--- src/rtl/adc_seq_pkg.sv ---
package adc_seq_pkg;

    localparam int DEF_TRACK_CLKS  = 3;
    localparam int DEF_CONV_CLKS   = 11;
    localparam int DEF_SYNC_STAGES = 2;
    localparam int NUM_TMR         = 4;

    typedef enum logic [1:0] {
        PH_IDLE    = 2'd0,
        PH_LPTRACK = 2'd1,
        PH_CONV    = 2'd2
    } phase_e;

    typedef enum logic [2:0] {
        SRC_SW   = 3'b000,
        SRC_TMR0 = 3'b001,
        SRC_TMR2 = 3'b010,
        SRC_TMR1 = 3'b011,
        SRC_EXT  = 3'b100,
        SRC_TMR3 = 3'b101,
        SRC_NONE6 = 3'b110,
        SRC_NONE7 = 3'b111
    } src_e;

    function automatic int max_of(input int a, input int b);
        return (a > b) ? a : b;
    endfunction

    // Select the start strobe that the current source code points at.
    function automatic logic pick_start(input src_e mode, input logic sw,
                                        input logic [NUM_TMR-1:0] tmr,
                                        input logic pin_rise);
        logic s;
        case (mode)
            SRC_SW:   s = sw;
            SRC_TMR0: s = tmr[0];
            SRC_TMR1: s = tmr[1];
            SRC_TMR2: s = tmr[2];
            SRC_TMR3: s = tmr[3];
            SRC_EXT:  s = pin_rise;
            default:  s = 1'b0;
        endcase
        return s;
    endfunction

endpackage

--- src/rtl/adc_pin_sync.sv ---
module adc_pin_sync #(
    parameter int STAGES = 2
) (
    input  logic clk,
    input  logic rst,
    input  logic pin_async,
    output logic pin_lvl,
    output logic pin_rise
);
    logic [STAGES-1:0] chain;
    logic              lvl_q;

    always_ff @(posedge clk) begin
        if (rst) begin
            chain <= '0;
            lvl_q <= 1'b0;
        end else begin
            chain <= {chain[STAGES-2:0], pin_async};
            lvl_q <= chain[STAGES-1];
        end
    end

    assign pin_lvl  = chain[STAGES-1];
    assign pin_rise = chain[STAGES-1] & ~lvl_q;
endmodule

--- src/rtl/adc_trig_sel.sv ---
module adc_trig_sel
    import adc_seq_pkg::*;
(
    input  logic [2:0]         start_mode,
    input  logic               sw_start,
    input  logic [NUM_TMR-1:0] tmr_ovf,
    input  logic               pin_rise,
    output logic               start_evt,
    output logic               src_is_ext
);
    src_e mode;

    always_comb begin
        mode       = src_e'(start_mode);
        start_evt  = pick_start(mode, sw_start, tmr_ovf, pin_rise);
        src_is_ext = (mode == SRC_EXT);
    end
endmodule

--- src/rtl/adc_phase_fsm.sv ---
module adc_phase_fsm
    import adc_seq_pkg::*;
#(
    parameter int TRACK_CLKS = DEF_TRACK_CLKS,
    parameter int CONV_CLKS  = DEF_CONV_CLKS,
    parameter int CNT_W      = $clog2(max_of(TRACK_CLKS, CONV_CLKS) + 1)
) (
    input  logic             clk,
    input  logic             rst,
    input  logic             sar_ce,
    input  logic             lp_track,
    input  logic             start_evt,
    input  logic             src_is_ext,
    output phase_e           phase,
    output logic [CNT_W-1:0] cnt,
    output logic             busy,
    output logic             done
);
    localparam logic [CNT_W-1:0] TRACK_LAST = CNT_W'(TRACK_CLKS - 1);
    localparam logic [CNT_W-1:0] CONV_LAST  = CNT_W'(CONV_CLKS - 1);

    always_ff @(posedge clk) begin
        if (rst) begin
            phase <= PH_IDLE;
            cnt   <= '0;
            busy  <= 1'b0;
            done  <= 1'b0;
        end else begin
            done <= 1'b0;
            case (phase)
                PH_IDLE: begin
                    if (start_evt) begin
                        busy  <= 1'b1;
                        cnt   <= '0;
                        phase <= (lp_track && !src_is_ext) ? PH_LPTRACK : PH_CONV;
                    end
                end
                PH_LPTRACK: begin
                    if (sar_ce) begin
                        if (cnt == TRACK_LAST) begin
                            cnt   <= '0;
                            phase <= PH_CONV;
                        end else begin
                            cnt <= cnt + 1'b1;
                        end
                    end
                end
                PH_CONV: begin
                    if (sar_ce) begin
                        if (cnt == CONV_LAST) begin
                            cnt   <= '0;
                            busy  <= 1'b0;
                            done  <= 1'b1;
                            phase <= PH_IDLE;
                        end else begin
                            cnt <= cnt + 1'b1;
                        end
                    end
                end
                default: begin
                    phase <= PH_IDLE;
                    cnt   <= '0;
                    busy  <= 1'b0;
                end
            endcase
        end
    end
endmodule

--- src/rtl/adc_seq_ctrl.sv ---
module adc_seq_ctrl
    import adc_seq_pkg::*;
#(
    parameter int TRACK_CLKS  = DEF_TRACK_CLKS,
    parameter int CONV_CLKS   = DEF_CONV_CLKS,
    parameter int SYNC_STAGES = DEF_SYNC_STAGES
) (
    input  logic               clk,
    input  logic               rst,
    input  logic               sar_ce,
    input  logic               lp_track,
    input  logic [2:0]         start_mode,
    input  logic               sw_start,
    input  logic [NUM_TMR-1:0] tmr_ovf,
    input  logic               ext_cnv,
    input  logic               standby,
    output logic               track_en,
    output logic               busy,
    output logic               done
);
    localparam int CNT_W = $clog2(max_of(TRACK_CLKS, CONV_CLKS) + 1);

    logic             pin_lvl;
    logic             pin_rise;
    logic             start_evt;
    logic             src_is_ext;
    phase_e           phase;
    logic [CNT_W-1:0] cnt;
    logic             idle_track;

    adc_pin_sync #(.STAGES(SYNC_STAGES)) u_sync (
        .clk       (clk),
        .rst       (rst),
        .pin_async (ext_cnv),
        .pin_lvl   (pin_lvl),
        .pin_rise  (pin_rise)
    );

    adc_trig_sel u_sel (
        .start_mode (start_mode),
        .sw_start   (sw_start),
        .tmr_ovf    (tmr_ovf),
        .pin_rise   (pin_rise),
        .start_evt  (start_evt),
        .src_is_ext (src_is_ext)
    );

    adc_phase_fsm #(
        .TRACK_CLKS (TRACK_CLKS),
        .CONV_CLKS  (CONV_CLKS),
        .CNT_W      (CNT_W)
    ) u_fsm (
        .clk        (clk),
        .rst        (rst),
        .sar_ce     (sar_ce),
        .lp_track   (lp_track),
        .start_evt  (start_evt),
        .src_is_ext (src_is_ext),
        .phase      (phase),
        .cnt        (cnt),
        .busy       (busy),
        .done       (done)
    );

    // Idle tracking: always in continuous mode; in low-power mode only
    // while an external-trigger pin is held low.
    always_comb begin
        idle_track = !lp_track || (src_is_ext && !pin_lvl);
        track_en   = !standby &&
                     (((phase == PH_IDLE) && idle_track) || (phase == PH_LPTRACK));
    end
endmodule

--- config.mk ---
export PLATFORM = sky130hd
export DESIGN_NAME = adc_seq_ctrl
export DESIGN_NICKNAME = d
export VERILOG_FILES = /design/src/rtl/adc_seq_pkg.sv /design/src/rtl/adc_pin_sync.sv /design/src/rtl/adc_trig_sel.sv /design/src/rtl/adc_phase_fsm.sv /design/src/rtl/adc_seq_ctrl.sv
export SDC_FILE = /design/constraint.sdc
export NUM_CORES = 1
export LEC_CHECK = 0
export ABC_AREA = 1
export BUFFER_PORTS_ARGS = -buffer_cell sky130_fd_sc_hd__buf_2
export CAP_MARGIN = 15
export CORE_MARGIN = 1
export CORE_UTILIZATION = 36
export DETAILED_ROUTE_END_ITERATION = 16
export PLACE_DENSITY = 0.69
export SKIP_CTS_REPAIR_TIMING = 1
export SYNTH_ARGS = -nofsm -noshare
export SYNTH_HDL_FRONTEND = slang
export SYNTH_SLANG_ARGS = --single-unit
--- constraint.sdc ---
create_clock -name clk -period 3.2 [get_ports clk]
set_clock_uncertainty 0.15 [all_clocks]
set_input_delay 0.64 -clock clk [delete_from_list [all_inputs] [get_ports clk]]
set_output_delay 0.64 -clock clk [all_outputs]
set_load 0.03 [all_outputs]
==> results of run 1 <==
-- power by group through the flow --
stage / logic, W / registers (W) / clock network (W)
CTS: 0.000295 / 0.000169 / 0.0000974
finish: 0.000292 / 0.000169 / 0.0000937
floorplan: 0.000222 / 0.000181 / 0
detailed placement: 0.000294 / 0.000172 / 0
global placement: 0.000290 / 0.000171 / 0
global route: 0.000341 / 0.000171 / 0.000103
-- path summary, 6_finish.rpt --
kind	end	slack, ns	cells after the start
setup / recovery	track_en	0.78	5
hold / removal	u_sync.chain[1]$_SDFF_PP0_	0.26	2
setup reg to reg	u_fsm.phase[0]$_SDFFE_PP0P_	1.61	9
hold reg to reg	u_sync.chain[1]$_SDFF_PP0_	0.26	2
-- stage by stage --
| step | worst slack (ns) | utilization | std cells | instance area, um^2 |
|---|---|---|---|---|
| after floorplan | 0.5917 | - | 112 | 730.7 |
| after global placement | 0.8031 | 0.4605 | 152 | 838.3 |
| after detailed placement | 0.7931 | 0.4605 | 152 | 838.3 |
| after CTS | 0.7839 | 0.4749 | 156 | 864.6 |
| after global routing | 0.6206 | 0.4749 | 156 | 864.6 |
| final | 0.7821 | 0.4749 | 156 | 864.6 |
-- registers in the layout, summed over array words and instances (netlist names) --
| name | count |
|---|---|
| u_fsm.cnt | 4 |
| u_fsm.busy | 1 |
| u_sync.lvl_q | 1 |
| u_fsm.phase | 2 |
| u_sync.chain | 2 |
| u_fsm.done | 1 |
-- layout make-up --
type                    instances  area [um^2]  area share
clock buffers                   4        26.28     0.03039
inverters                      25        93.84      0.1085
multi-input cells              75        412.9      0.4776
flip-flops and latches         11        220.2      0.2547
well taps                      25        31.28     0.03618
repair buffers                 16        80.08     0.09262
-- worst min-delay path: stages (launching register included) --
cell and delay, ns:
sky130_fd_sc_hd__dfxtp_1 0.30, sky130_fd_sc_hd__inv_1 0.04, sky130_fd_sc_hd__nor2_1 0.03
-- metal layers --
layer | vias up | track usage
met4 | 0 | 0.08000
met5 | - | 0
li1 | 393 | -
met2 | 15 | 0.2611
met1 | 317 | 0.1787
met3 | 4 | 0.03462
-- kinds of logic after synthesis --
logic type | after synthesis | synth area share
and+or+nand+nor | 56 | 0.3527
DFF | 11 | 0.3014
AOI/OAI and AO/OA | 13 | 0.1147
adders and majority gates | 5 | 0.08562
xor gates and xnor gates | 1 | 0.01199
buffers and inverters | 26 | 0.1336
-- cells in the final DEF, fill, tap and decap left out --
| cell type | Yosys | routed |
|---|---|---|
| sky130_fd_sc_hd__a21boi_2 | 1 | 1 |
| sky130_fd_sc_hd__a21oi_1 | 8 | 8 |
| sky130_fd_sc_hd__a311oi_1 | 1 | 1 |
| sky130_fd_sc_hd__buf_2 | 0 | 16 |
| sky130_fd_sc_hd__clkbuf_1 | 1 | 1 |
| sky130_fd_sc_hd__clkbuf_4 | 0 | 3 |
| sky130_fd_sc_hd__dfxtp_1 | 11 | 11 |
| sky130_fd_sc_hd__ha_1 | 5 | 5 |
| sky130_fd_sc_hd__inv_1 | 21 | 21 |
| sky130_fd_sc_hd__inv_2 | 4 | 4 |
| sky130_fd_sc_hd__nand2_1 | 23 | 23 |
| sky130_fd_sc_hd__nand2_2 | 2 | 2 |
| sky130_fd_sc_hd__nand3_1 | 11 | 11 |
| sky130_fd_sc_hd__nand3_2 | 1 | 1 |
| sky130_fd_sc_hd__nand3b_1 | 1 | 1 |
| sky130_fd_sc_hd__nand4_1 | 4 | 4 |
| sky130_fd_sc_hd__nand4_2 | 1 | 1 |
| sky130_fd_sc_hd__nor2_1 | 13 | 13 |
| sky130_fd_sc_hd__o21ai_2 | 1 | 1 |
| sky130_fd_sc_hd__o21bai_1 | 1 | 1 |
| sky130_fd_sc_hd__o31ai_1 | 1 | 1 |
| sky130_fd_sc_hd__xor2_1 | 1 | 1 |
==> results.md, run 1 <==
- Worst-path cell chain: buf_2, o31ai_1, a21oi_1, a311oi_1, buf_2
- Share of total power in the clock network: 0.169
- Final setup TNS: 0 ns
- Beginning of the critical path: start_mode[0]
- Count of buffers from port buffering: 16
- Worst slew pin tran: 0.2862 ns
- Highest routed layer: met4
- Launching point of the worst reg2reg path: u_fsm.cnt[0]$_SDFFE_PP0P_
- Fraction of final layout cells sized beyond drive strength 1: 0.2214
- Post-layout min period: 2.418 ns
- Ratio of total power to cell area: 641.8 mW/mm^2
- Tightest Hold Check Type: register to register
- Post-detailed-route via-to-cell ratio: 4.673
- Root Buffer: sky130_fd_sc_hd__clkbuf_4
- Max Fanout on Critical Path: 5
- Drc violations: 0
- Clock transition at the registers of the reported paths: 0.06 ns
- TritonCTS Sinks: 11
- Post-route worst hold slack: 0.2584 ns
- Longest Clk Path Bufs: 2
- Number of global-route vias before repair: 665
- CP required: 2.41 ns
- Largest delay contributor family on the critical path: compound AO/OA/AOI/OAI gates
- Most common cell in the netlist: sky130_fd_sc_hd__nand2_1
- Share of total power consumed by net switching: 0.4457
- Max-capacitance violation count: 0
- Number of levels in the clock H-tree: 1
- Placeable Area: 0.001821 mm^2
- Number of enable-type register cells in the synthesized netlist: 0
- Mean post-synth cell area: 6.524 um^2
- Source of the worst hold timing path: u_sync.chain[0]$_SDFF_PP0_
- Fraction of synthesized cell area taken by the top area cell type: 0.3014
- Number of buffers created by CTS: 3
- Final slew viol count: 0
- Result of the run: finished clean
- Warnings, synthesis: 0
- IO Pins: 17
- CTS tree: yes
- Top cells by area, synth: sky130_fd_sc_hd__dfxtp_1 30%, sky130_fd_sc_hd__nand2_1 12%, sky130_fd_sc_hd__inv_1 11%
- Number of optimization iterations in the first detailed-route pass: 4
- Crit path buffers/inverters: 2
- Final worst-path cycle share: 0.7556
- Number of flip-flops and latches in the synthesized netlist: 11
- Kind of critical path: input port to output port
- Worst IR Drop VDD: 0.0003768 V
- Cell with the largest stage delay on the worst path: sky130_fd_sc_hd__o31ai_1
- Global placer's final weighted congestion: 0.7925
- Latest clock arrival within the worst-skew pair: 0.27 ns
- Startpoint Class: input port
- GRT Residual Overflow: 0
- Die extent in y: 47.05 um
- Netlist cell types: 20
- Worst-case headroom to the max-slew limit: 0.8076
- Net switching power of the design: 0.0002473 W
- Starting utilization of the core area: 0.4014
- Routed wl met3: 54 um
- Die W: 47.05 um
- RSZ-0062 raised after global routing: false
- Critical path's most frequent cell: sky130_fd_sc_hd__buf_2
- Top cell types by occurrence after synthesis: 23 x sky130_fd_sc_hd__nand2_1, 21 x sky130_fd_sc_hd__inv_1, 13 x sky130_fd_sc_hd__nor2_1
- Number of cells produced by synthesis: 112
- Sequential cell area fraction in the yosys report: 0.3014
- Most used DFF post-synth: sky130_fd_sc_hd__dfxtp_1
- Total wire length: 1426 um
- Final hold violation count: 0
- Via count: 729
- Sequential share of power: 0.304
- Pin count of the biggest net entering global routing: 10
- Detailed Route Iter0 Violations: 16
- Ys async rst share: 0
- Syn_nets: 131
- Layout net count: 151
- Area added between synthesis and finish: 18.32%
- Diode count: 0
- Arrival time of data at the critical path endpoint: 1.63 ns
- Post-route total power: 0.0005549 W
- Die footprint: 0.002214 mm^2
- Largest stage delay, worst path: 0.30 ns
- Setup violation total in the final timing report: 0
- Final-layout fill cell count: 196
- F_max: 0.4136 GHz
- Mapped Area: 730.7 um^2
- Row cnt: 15
- Post-detailed-placement half-perimeter wirelength: 1126 um
- WL/cell: 9.141 um
- Wire length on met1: 668 um
- Library cell occupying the most area in the post-synthesis netlist: sky130_fd_sc_hd__dfxtp_1
- Leakage power of the design: 0.4318 nW
- Internal Pwr Total: 0.0003076 W
- Element type at the critical path end: output port
- Met2 layer wire length in the routed design: 671 um
- Global-route wire length before repair: 2401 um
- DRT antenna net count: 0
- Total GRT Usage: 0.1532
- Portion of total power attributed to combinational logic: 0.527
- Number of antenna violations at the first check in global routing: 0
Note: power is estimated with default switching activity, not from simulation.
==> run 2, diff against run 1 <==
- ABC_AREA: 1 -> 0
- PLACE_DENSITY: 0.69 -> 0.7
- clock period: 3.2 -> 2.41 ns (I/O delays scaled with it)
==> results.md, run 2 <==
- Result of the run: finished clean
- WL/cell: 10.36 um
- CTS tree: yes
- Number of global-route vias before repair: 496
- Most used DFF post-synth: sky130_fd_sc_hd__dfxtp_1
- Sequential cell area fraction in the yosys report: 0.3378
- Worst reg2reg path depth: 5
- Die footprint: 0.001985 mm^2
- DRT antenna net count: 0
- Flip-flop count of the largest register, all copies and words added: 4
- Count of buffers from port buffering: 16
- Largest stage delay, worst path: 0.38 ns
- Clock transition at the registers of the reported paths: 0.07 ns
- Warnings, synthesis: 0
- Number of flip-flops and latches in the synthesized netlist: 11
- Cell depth of the worst hold path: 2
- Number of buffers created by CTS: 3
- Top cells by area, synth: sky130_fd_sc_hd__dfxtp_1 34%, sky130_fd_sc_hd__ha_1 9.6%, sky130_fd_sc_hd__mux2i_1 7.7%
- Highest-count cells in the layout ignoring fill and taps: 16 x sky130_fd_sc_hd__buf_2, 11 x sky130_fd_sc_hd__dfxtp_1, 8 x sky130_fd_sc_hd__inv_1, 8 x sky130_fd_sc_hd__nor2_1
- F_max: 0.4525 GHz
- Final hold violation count: 0
- Die W: 44.56 um
- Element type at the critical path end: output port
- Detailed Route Iter0 Violations: 6
- Layout net count: 112
- Leakage power of the design: 0.3376 nW
- Latest clock arrival within the worst-skew pair: 0.27 ns
- Worst-case headroom to the max-slew limit: 0.6955
- Worst slew pin tran: 0.4520 ns
- TritonCTS Sinks: 11
- Final worst-path cycle share: 0.9169
- Finished Core Util: 0.4601
- Top cell types by occurrence after synthesis: 11 x sky130_fd_sc_hd__dfxtp_1, 8 x sky130_fd_sc_hd__inv_1, 8 x sky130_fd_sc_hd__nor2_1
- Beginning of the critical path: start_mode[2]
- Ratio of total power to cell area: 827.9 mW/mm^2
- Total wire length: 1212 um
- Total GRT Usage: 0.1398
- Flop-to-flop setup slack: 0.46 ns
- Die extent in y: 44.56 um
- Post-detailed-route via-to-cell ratio: 4.863
- Fraction of final layout cells sized beyond drive strength 1: 0.2500
- Number of levels in the clock H-tree: 1
- Final-layout fill cell count: 179
- Final slew viol count: 0
- Drc violations: 0
- Mean post-synth cell area: 8.930 um^2
- Kind of critical path: input port to output port
- Diode count: 0
- Starting utilization of the core area: 0.3817
- Most common cell after layout, fill and taps aside: sky130_fd_sc_hd__buf_2
- Minimum setup slack after placement: 0.1208 ns
- CP required: 1.78 ns
- Mapped Area: 651.9 um^2
- RSZ-0062 raised after global routing: false
- Placed cell area: 759.5 um^2
- Longest Clk Path Bufs: 2
- Endpoint of the worst-slack reg-to-reg timing path: u_fsm.busy$_SDFFE_PP0P_
- GRT Residual Overflow: 0
- IO Pins: 17
- Worst IR Drop VDD: 0.0003167 V
- Final worst slack: 0.2003 ns
- Row cnt: 15
- Library cell occupying the most area in the post-synthesis netlist: sky130_fd_sc_hd__dfxtp_1
- Non-Filler Cell Area, Final: 785.8 um^2
- Arrival time of data at the critical path endpoint: 1.58 ns
- Syn_nets: 92
- Global-route wire length before repair: 1994 um
- Placeable Area: 0.001708 mm^2
- Cell with the largest stage delay on the worst path: sky130_fd_sc_hd__o31ai_1
- Critical path's most frequent cell: sky130_fd_sc_hd__buf_2
- Launching point of the worst reg2reg path: u_sync.chain[1]$_SDFF_PP0_
- Post-detailed-placement half-perimeter wirelength: 950.2 um
- Post-route insts no fill: 117
- Most common cell in the netlist: sky130_fd_sc_hd__dfxtp_1
- Number of enable-type register cells in the synthesized netlist: 0
- Max Fanout on Critical Path: 3
- Netlist cell types: 29
- Number of antenna violations at the first check in global routing: 0
- Worst-path cell chain: buf_2, inv_1, o31ai_1, a21oi_1, nor3_1, buf_2
- Setup violation total in the final timing report: 0
- Source of the worst hold timing path: ext_cnv
- Pin count of the biggest net entering global routing: 15
- Max-capacitance violation count: 0
- Post-layout min period: 2.210 ns
- Number of cells in the design after placement: 113
- Register containing the most flip-flops in the final layout: u_fsm.cnt
- Ys async rst share: 0
- Largest registers ranked by flip-flop count: u_fsm.cnt (4), u_fsm.phase (2), u_sync.chain (2)
- Global placer's final weighted congestion: 0.7041
- Via count: 569
- Tightest Hold Check Type: input port to register
- Root Buffer: sky130_fd_sc_hd__clkbuf_4
- Area added between synthesis and finish: 20.54%
- Number of optimization iterations in the first detailed-route pass: 3
- Fraction of synthesized cell area taken by the top area cell type: 0.3378
- Number of cells produced by synthesis: 73
- Destination of the worst hold path: u_sync.chain[0]$_SDFF_PP0_
- Final setup TNS: 0 ns
- Startpoint Class: input port
-- run 2: cell types whose count changed in the layout (fill, tap and decap cells not counted), moves of 5 or more --
cell,previous run,this run
sky130_fd_sc_hd__a21oi_1,8,2
sky130_fd_sc_hd__inv_1,21,8
sky130_fd_sc_hd__mux2i_1,0,5
sky130_fd_sc_hd__nand2_1,23,4
sky130_fd_sc_hd__nand3_1,11,3
sky130_fd_sc_hd__nor2_1,13,8
-- run 2: worst max-delay path by stage --
stage                                    endpoint  slack [ns]  cells past startpoint
after floorplan                          track_en        0.10                      4
final                                    track_en        0.20                      6
after global placement                   track_en        0.20                      6
after CTS                                track_en        0.19                      6
after global routing                     track_en        0.06                      6
after detailed placement  u_fsm.busy$_SDFFE_PP0P_        0.12                      6
-- run 2: per-stage QoR --
stage                     hold slack, ns  total power (W)
after floorplan                   0.2638        0.0004611
after global placement            0.2669        0.0005217
after detailed placement          0.2783        0.0005275
after CTS                         0.2814        0.0006567
after global routing              0.2832        0.0007007
final                             0.2815        0.0006505
-- run 2: worst max-delay path: cells and delay by family --
| kind | cells | cell delay (ns) |
|---|---|---|
| compound gates | 2 | 0.54 |
| buf+inv | 3 | 0.37 |
| simple gates | 1 | 0.19 |
-- run 2: layout make-up --
type | instances | area, um^2 | share of cell area
Clock buffer | 4 | 26.28 | 0.03344
Tap cell | 25 | 31.28 | 0.03981
Multi-Input combinational cell | 53 | 397.9 | 0.5064
Inverter | 8 | 30.03 | 0.03822
Sequential cell | 11 | 220.2 | 0.2803
Timing Repair Buffer | 16 | 80.08 | 0.1019
-- run 2: kinds of logic after synthesis --
logic type	Yosys count	synth area share
muxes	6	0.09405
buffers and inverters	9	0.05182
and+or+nand+nor	24	0.1823
DFF	11	0.3378
AOI/OAI and AO/OA	18	0.2380
adders and majority gates	5	0.09597
-- run 2: power breakdown --
group	switching [W]	internal, W	leakage, nW
Sequential	0.0000138	0.000206	0.0897
Clock	0.0000630	0.0000640	0.0150
Combinational	0.000180	0.000123	0.233
Total	0.000257	0.000393	0.338
-- run 2: per-layer routing --
layer,vias up,global-route usage,part of all wire
met5,-,0,0
met3,2,0.02857,0.024
met1,267,0.1841,0.48
met2,4,0.1971,0.48
met4,0,0.1091,0.016
li1,296,-,-
==> run 3, diff against run 2 <==
==> constraint.sdc (replaced) <==
create_clock -name clk -period 2.41 [get_ports clk]
set_clock_uncertainty 0.15 [all_clocks]
set_input_delay 0.241 -clock clk [delete_from_list [all_inputs] [get_ports clk]]
set_output_delay 0.241 -clock clk [all_outputs]
set_load 0.03 [all_outputs]
==> results.md, run 3 (synthesis gave the netlist of run 2 again) <==
- Latest clock arrival within the worst-skew pair: 0.26 ns
- Highest-count cells in the layout ignoring fill and taps: 16 x sky130_fd_sc_hd__buf_2, 11 x sky130_fd_sc_hd__dfxtp_1, 8 x sky130_fd_sc_hd__inv_1, 8 x sky130_fd_sc_hd__nor2_1
- Clock transition at the registers of the reported paths: 0.07 ns
- Root Buffer: sky130_fd_sc_hd__clkbuf_4
- F_max: 0.5124 GHz
- Number of levels in the clock H-tree: 1
- Post-detailed-placement half-perimeter wirelength: 963.1 um
- Number of buffers created by CTS: 3
- Number of optimization iterations in the first detailed-route pass: 4
- Detailed Route Iter0 Violations: 10
- Number of cells in the design after placement: 113
- Largest registers ranked by flip-flop count: u_fsm.cnt (4), u_fsm.phase (2), u_sync.chain (2)
- Worst-case headroom to the max-slew limit: 0.7039
- GRT Residual Overflow: 0
- Arrival time of data at the critical path endpoint: 1.95 ns
- Final hold violation count: 0
- Routing layer with the top usage in global route: met2
- Global placer's final weighted congestion: 0.7039
- Met2 GRT Util: 0.2088
- Die W: 44.56 um
- Post-route insts no fill: 117
- CTS tree: yes
- Drc violations: 0
- Worst IR Drop VDD: 0.0003463 V
- Row cnt: 15
- Ratio of total power to cell area: 824.1 mW/mm^2
- Number of antenna violations at the first check in global routing: 0
- CP required: 2.41 ns
- Total wire length: 1240 um
- Placeable Area: 0.001708 mm^2
- TritonCTS Sinks: 11
- Final setup TNS: 0 ns
- Starting utilization of the core area: 0.3817
- DRT antenna net count: 0
- Max-capacitance violation count: 0
- Count of buffers from port buffering: 16
- Post-route total power: 0.0006475 W
- Tightest Hold Check Type: input port to register
- Max Fanout on Critical Path: 3
- RSZ-0062 raised after global routing: false
- Final slew viol count: 0
- Pin count of the biggest net entering global routing: 15
- Diode count: 0
- Via count: 585
- Post-layout min period: 1.951 ns
- Most common cell after layout, fill and taps aside: sky130_fd_sc_hd__buf_2
- Die footprint: 0.001985 mm^2
- Fraction of final layout cells sized beyond drive strength 1: 0.2500
- Leakage power of the design: 0.3376 nW
- Register containing the most flip-flops in the final layout: u_fsm.cnt
- Layout net count: 112
- Global Route met1 Usage: 0.1861
- GR met3 Demand/Resource: 0.02449
- Worst slew pin tran: 0.4394 ns
- Startpoint Class: register
- Total GRT Usage: 0.1431
- Result of the run: finished clean
- Post-detailed-route via-to-cell ratio: 5.000
- Flip-flop count of the largest register, all copies and words added: 4
- Setup violation total in the final timing report: 0
- Element type at the critical path end: register
- Area added between synthesis and finish: 20.54%
- Longest Clk Path Bufs: 2
- Number of global-route vias before repair: 503
- Kind of critical path: register to register
- Global-route wire length before repair: 2042 um
- IO Pins: 17
- Final worst-path cycle share: 0.8097
- Die extent in y: 44.56 um
- WL/cell: 10.60 um
-- run 3: cell counts in the layout (fill, tap and decap cells not counted) --
No cell type changed its count.
-- run 3: through the flow --
| step | setup slack (ns) | hold WS, ns | util | area [um^2] |
|---|---|---|---|---|
| floorplan | 0.5589 | 0.1903 | - | 651.9 |
| global placement | 0.4482 | 0.2670 | 0.4447 | 759.5 |
| detailed placement | 0.3622 | 0.2783 | 0.4447 | 759.5 |
| CTS | 0.4420 | 0.03993 | 0.4601 | 785.8 |
| global route | 0.3261 | 0.04180 | 0.4601 | 785.8 |
| finish | 0.4585 | 0.04078 | 0.4601 | 785.8 |
-- run 3: worst paths after layout --
check	from	to	slack [ns]	cells after the start
min	ext_cnv	u_sync.chain[0]$_SDFF_PP0_	0.04	2
min reg2reg	u_sync.chain[0]$_SDFF_PP0_	u_sync.chain[1]$_SDFF_PP0_	0.29	1
max	u_sync.chain[1]$_SDFF_PP0_	u_fsm.busy$_SDFFE_PP0P_	0.46	5
max reg2reg	u_sync.chain[1]$_SDFF_PP0_	u_fsm.busy$_SDFFE_PP0P_	0.46	5
-- run 3: critical path: stages, from the launching register on --
cell and delay [ns]:
sky130_fd_sc_hd__dfxtp_1 0.34, sky130_fd_sc_hd__or3b_1 0.35, sky130_fd_sc_hd__a221o_1 0.35, sky130_fd_sc_hd__a221oi_1 0.37, sky130_fd_sc_hd__mux2i_1 0.23, sky130_fd_sc_hd__nor2_1 0.05
-- run 3: final cells by class --
cell class | count | area (um^2)
Tap cell | 25 | 31.28
Fill cell | 168 | 922.1
Inverter | 8 | 30.03
Clock buffer | 4 | 26.28
Sequential cell | 11 | 220.2
Timing Repair Buffer | 16 | 80.08
Multi-Input combinational cell | 53 | 397.9
-- run 3: power by group --
group	internal, W	total, W	leakage (nW)	switching, W
clock	0.0000640	0.000125	0.0150	0.0000613
combinational	0.000123	0.000302	0.233	0.000179
sequential	0.000206	0.000220	0.0897	0.0000142
-- run 3: routing by layer --
layer / share of wire / vias to the layer above
li1: - / 296
met1: 0.46 / 277
met2: 0.48 / 8
met3: 0.028 / 4
met4: 0.031 / 0
met5: 0 / -
